[config.mk]
export PLATFORM = sky130hd
export DESIGN_NAME = cc_alu
export DESIGN_NICKNAME = d
export VERILOG_FILES = /design/src/rtl/cc_alu_pkg.sv /design/src/rtl/cc_alu_addsub.sv /design/src/rtl/cc_alu_logic.sv /design/src/rtl/cc_alu_zero.sv /design/src/rtl/cc_alu.sv
export SDC_FILE = /design/constraint.sdc
export NUM_CORES = 1
export LEC_CHECK = 0
export CELL_PAD_IN_SITES_DETAIL_PLACEMENT = 0
export CELL_PAD_IN_SITES_GLOBAL_PLACEMENT = 1
export CORE_MARGIN = 2
export CORE_UTILIZATION = 45
export DETAILED_ROUTE_END_ITERATION = 16
export DONT_BUFFER_PORTS = 1
export PLACE_DENSITY = 0.8
export SLEW_MARGIN = 40
export SYNTH_ARGS = -nofsm -noshare
export SYNTH_HDL_FRONTEND = slang
export SYNTH_SLANG_ARGS = --single-unit
[constraint.sdc]
create_clock -name vclk -period 38.7
set_input_delay 7.74 -clock vclk [all_inputs]
set_output_delay 7.74 -clock vclk [all_outputs]
set_load 0.01 [all_outputs]
[src/rtl/cc_alu_pkg.sv]
package cc_alu_pkg;

  typedef enum logic [1:0] {
    FN_ADD = 2'd0,
    FN_SUB = 2'd1,
    FN_AND = 2'd2,
    FN_XOR = 2'd3
  } alu_fn_e;

  // one-bit full-adder sum
  function automatic logic fa_sum(input logic a, input logic b, input logic c);
    return a ^ b ^ c;
  endfunction

  // one-bit full-adder carry (generate / propagate form)
  function automatic logic fa_carry(input logic a, input logic b, input logic c);
    return (a & b) | (c & (a ^ b));
  endfunction

  // signed overflow judged only from operand and result signs
  function automatic logic sign_overflow(input logic is_sub, input logic sx,
                                         input logic sy, input logic sr);
    if (is_sub) return (sx != sy) && (sr != sx);
    else        return (sx == sy) && (sr != sx);
  endfunction

endpackage

[src/rtl/cc_alu_addsub.sv]
module cc_alu_addsub
  import cc_alu_pkg::*;
#(
  parameter int WIDTH = 32
) (
  input  logic             do_sub,
  input  logic [WIDTH-1:0] x_in,
  input  logic [WIDTH-1:0] y_in,
  output logic [WIDTH-1:0] sum_out,
  output logic             carry_top_in,
  output logic             carry_top_out,
  output logic             ovf_out,
  output logic             cb_out
);
  localparam int MSB = WIDTH - 1;

  logic [WIDTH-1:0] y_eff;
  logic [WIDTH:0]   chain;

  assign y_eff    = do_sub ? ~y_in : y_in;
  assign chain[0] = do_sub;

  // ripple chain, one stage per bit, so the carry into the top bit is visible
  for (genvar i = 0; i < WIDTH; i++) begin : g_bit
    assign sum_out[i]   = fa_sum(x_in[i], y_eff[i], chain[i]);
    assign chain[i+1]   = fa_carry(x_in[i], y_eff[i], chain[i]);
  end

  assign carry_top_in  = chain[MSB];
  assign carry_top_out = chain[WIDTH];

  // overflow from the carry pair; borrow is the inverted carry on subtract
  assign ovf_out = carry_top_in ^ carry_top_out;
  assign cb_out  = do_sub ? ~carry_top_out : carry_top_out;

  // assertions: compare the carry-based flags with sign / magnitude rules
  always_comb begin
    a_r7_r8_sign_rule: assert (ovf_out ==
        sign_overflow(do_sub, x_in[MSB], y_in[MSB], sum_out[MSB]))
      else $error("overflow disagrees with sign rule");
    if (do_sub) begin
      a_r10_borrow: assert (cb_out == (x_in < y_in))
        else $error("borrow disagrees with unsigned compare");
      a_r3_diff: assert (sum_out + y_in == x_in)
        else $error("difference plus y is not x");
    end else begin
      a_r9_carry: assert (cb_out == ({1'b0, x_in} + {1'b0, y_in} > {1'b0, {WIDTH{1'b1}}}))
        else $error("carry disagrees with wide sum");
    end
  end

endmodule

[src/rtl/cc_alu_logic.sv]
module cc_alu_logic #(
  parameter int WIDTH = 32
) (
  input  logic [WIDTH-1:0] x_in,
  input  logic [WIDTH-1:0] y_in,
  output logic [WIDTH-1:0] and_out,
  output logic [WIDTH-1:0] xor_out
);
  for (genvar i = 0; i < WIDTH; i++) begin : g_bit
    assign and_out[i] = x_in[i] & y_in[i];
    assign xor_out[i] = x_in[i] ^ y_in[i];
  end

  always_comb begin
    // a bit cannot be both in the AND and the XOR of the same pair
    a_r4_r5_disjoint: assert ((and_out & xor_out) == '0)
      else $error("AND and XOR words overlap");
  end

endmodule

[src/rtl/cc_alu_zero.sv]
module cc_alu_zero #(
  parameter int WIDTH = 32
) (
  input  logic [WIDTH-1:0] word_in,
  output logic             is_zero
);
  logic [WIDTH-1:0] any_set;

  // running OR from bit 0 upward
  assign any_set[0] = word_in[0];
  for (genvar i = 1; i < WIDTH; i++) begin : g_or
    assign any_set[i] = any_set[i-1] | word_in[i];
  end

  assign is_zero = ~any_set[WIDTH-1];

endmodule

[src/rtl/cc_alu.sv]
module cc_alu
  import cc_alu_pkg::*;
#(
  parameter int WIDTH = 32
) (
  input  logic [1:0]       fn_sel,
  input  logic [WIDTH-1:0] opnd_x,
  input  logic [WIDTH-1:0] opnd_y,
  output logic [WIDTH-1:0] result,
  output logic             ovf_flag,
  output logic             zero_flag,
  output logic             carry_flag
);
  alu_fn_e          fn;
  logic             arith_sel;
  logic [WIDTH-1:0] arith_word;
  logic             arith_c_in_msb;
  logic             arith_c_out;
  logic             arith_ovf;
  logic             arith_cb;
  logic [WIDTH-1:0] and_word;
  logic [WIDTH-1:0] xor_word;

  assign fn        = alu_fn_e'(fn_sel);
  assign arith_sel = (fn == FN_ADD) || (fn == FN_SUB);

  cc_alu_addsub #(.WIDTH(WIDTH)) u_addsub (
    .do_sub        (fn == FN_SUB),
    .x_in          (opnd_x),
    .y_in          (opnd_y),
    .sum_out       (arith_word),
    .carry_top_in  (arith_c_in_msb),
    .carry_top_out (arith_c_out),
    .ovf_out       (arith_ovf),
    .cb_out        (arith_cb)
  );

  cc_alu_logic #(.WIDTH(WIDTH)) u_logic (
    .x_in    (opnd_x),
    .y_in    (opnd_y),
    .and_out (and_word),
    .xor_out (xor_word)
  );

  always_comb begin
    unique case (fn)
      FN_ADD, FN_SUB: result = arith_word;
      FN_AND:         result = and_word;
      default:        result = xor_word;
    endcase
  end

  cc_alu_zero #(.WIDTH(WIDTH)) u_zero (
    .word_in (result),
    .is_zero (zero_flag)
  );

  assign ovf_flag   = arith_sel & arith_ovf;
  assign carry_flag = arith_sel & arith_cb;

  always_comb begin
    a_r6_zero: assert (zero_flag == ($countones(result) == 0))
      else $error("zero flag disagrees with result bit count");
    if (!arith_sel) begin
      a_r11_logic_flags: assert (!ovf_flag && !carry_flag)
        else $error("flags set on a logic function");
    end
    if (fn == FN_ADD) begin
      a_r2_sum: assert (result - opnd_y == opnd_x)
        else $error("sum minus y is not x");
    end
  end

endmodule

==> results.yml <==
drt:
  drt_iter0_markers: 28
  routed_wl_um: 4232
  antenna_left: 0
  route.vias.total: 1512
  wire_per_inst_um: 15.91
  drc: 0
  detail_route.first_pass.iterations: 4
  via_per_inst: 5.684
worst_setup_path:
  crit_fanout: 63
  crit_arrival_ns: 22.10
  worstPathRequired_ns: 30.96
  crit_end: "zero_flag"
  crit_start: "fn_sel[1]"
  cp_slowest_cell: "nand2b_2"
  startpoint_type: "input port"
  slowest_delay_ns: 0.44
  crit_type: "input port to output port"
  crit_path_end_kind: "output port"
  crit_top_cell: "fa_1"
placement:
  dp_hpwl_um: 3561
  io_buffer_count: 0
  gp_congestion: 0.6845
  dpl_worst_slack_ns: 8.738
  postPlaceCellArea_um2: 2106
cells_and_area:
  clock_buffers: 0
  n_antenna_cell: 0
  area_delta_synth_final_pct: -1.348
  seq_cell_count: 0
  drive_gt1_share_pct: 1.415
  design_area_um2: 2106
  utilization_pct: 45.18
  seqCellArea_um2: 0
  final_nets: 343
logic_synthesis:
  ys_types: 19
  synth_common_cells: "mux2i_1, ha_1, fa_1, nor2_1, xnor2_1"
  synth_area_leaders: "fa_1, ha_1, mux2i_1, xnor2_1, a21oi_1"
  avgSynthCellArea_um2: 9.445
  synth_top_area_share_pct: 29.07
  synth_fp_nets: 355
  yosysMostFrequentCell: "mux2i_1"
  seq_area_frac_synth_pct: 0
  synth_area_um2: 2135
  ys_warn_count: 0
  synth_top_area_cell: "fa_1"
  syn_inst: 226
global_routing:
  gr-usage-all-layers_pct: 15.73
  grt_first_pass_wirelength_um: 6893
  grt_pass1_vias: 1599
  grt_max_degree: 64
  antenna_found_initial: 0
  grt-ovfl-total: 0
timing:
  slew_viol_final: 0
  worstMarginPinSlew_ns: 0.5435
  fmax_mhz: 33.51
  fin_crit_ns: 29.84
  rsz0062_at_grt: "no"
  tns_ns: 0
  finalCritPeriodShare_pct: 77.10
  slew-limit-headroom_pct: 63.43
  fin_ws_ns: 8.862
  hold_viol: 0
  setup_viol: 0
die:
  core_um2: 4661
  die_h_um: 72.87
  start_util_pct: 45.80
  die_w_um: 72.87
  io_pins: 101
  rows: 25
  fp.dieArea_um2: 5310
clocking:
  cts_resized: 0
  postCtsSetupBuffers: 0
  cts_hold_buf: 0
job:
  cap_violations: 0
pwr:
  finalPower_mw: 0.03421
  max-vdd-ir-drop_v: 0.000007027
  power.density_nw_per_um2: 16.25
  p_leak_nw: 0.9148
hold_path:
  worstHoldStart: "fn_sel[1]"
  hp-class: "input port to output port"
status:
  status: "complete, no violations"
-- cells by family (layout without fill, tap and decap cells) --
group	Yosys count	in the layout	synth area share, %
multiplexers	35	35	16.47
AND/OR/NAND/NOR	44	44	9.144
adder cells (fa/ha/maj)	63	63	47.83
XOR/XNOR	33	33	13.54
AO/OA/AOI/OAI	29	29	6.799
buffers and inverters	22	8	6.213
-- power by group --
group / switching (mW) / internal, mW
registers: 0 / 0
logic: 0.0197 / 0.0145
clock network: 0 / 0
total: 0.0197 / 0.0145
-- final cells by class --
| cell class | count | area, µm² |
|---|---|---|
| Inverter | 7 | 26.28 |
| Fill cell | 474 | 2555 |
| Tap cell | 54 | 67.56 |
| Timing Repair Buffer | 1 | 7.507 |
| Multi-Input combinational cell | 204 | 2004 |
-- placed cells by master (no fill, tap or decap) --
cell type,n
nand2_1,1
nor2_1,31
nand4_1,2
mux2i_1,34
buf_4,1
nor4_1,8
a21oi_1,28
fa_1,31
nand2b_2,1
mux2_2,1
o21ai_0,1
nor2b_1,1
xnor2_1,29
xor2_1,4
ha_1,32
inv_1,7
-- per-stage QoR --
step | std cells | hold WS [ns]
3_5_place_dp | 266 | 15.54
4_1_cts | 266 | 15.54
5_1_grt | 266 | 15.54
3_3_place_gp | 266 | 15.54
2_1_floorplan | 226 | 15.74
6_report | 266 | 15.54
-- layer usage --
| metal | share of wire (%) | routed length (µm) | track usage [%] | vias to the layer above |
|---|---|---|---|---|
| met5 | 0 | 0 | 0 | - |
| met4 | 0.69 | 29 | 1.029 | 0 |
| met3 | 8.2 | 348 | 2.072 | 2 |
| met2 | 50 | 2120 | 29.39 | 55 |
| met1 | 41 | 1733 | 20.10 | 705 |
| li1 | - | - | - | 750 |
-- worst max-delay path: cells and delay by family --
kind,cells,cell delay [ns]
AOI/OAI and AO/OA,2,0.29
adders and majority gates,31,12.50
buffers and inverters,4,0.29
and+or+nand+nor,5,1.26
-- worst min path at each step --
stage	endpoint	slack, ns	cells after the start
6_report	ovf_flag	15.54	1
5_1_grt	ovf_flag	15.54	1
4_1_cts	carry_flag	15.54	1
3_5_place_dp	carry_flag	15.54	1
3_3_place_gp	ovf_flag	15.54	1
2_1_floorplan	result[0]	15.74	2
Note: power is estimated with default switching activity, not from simulation.
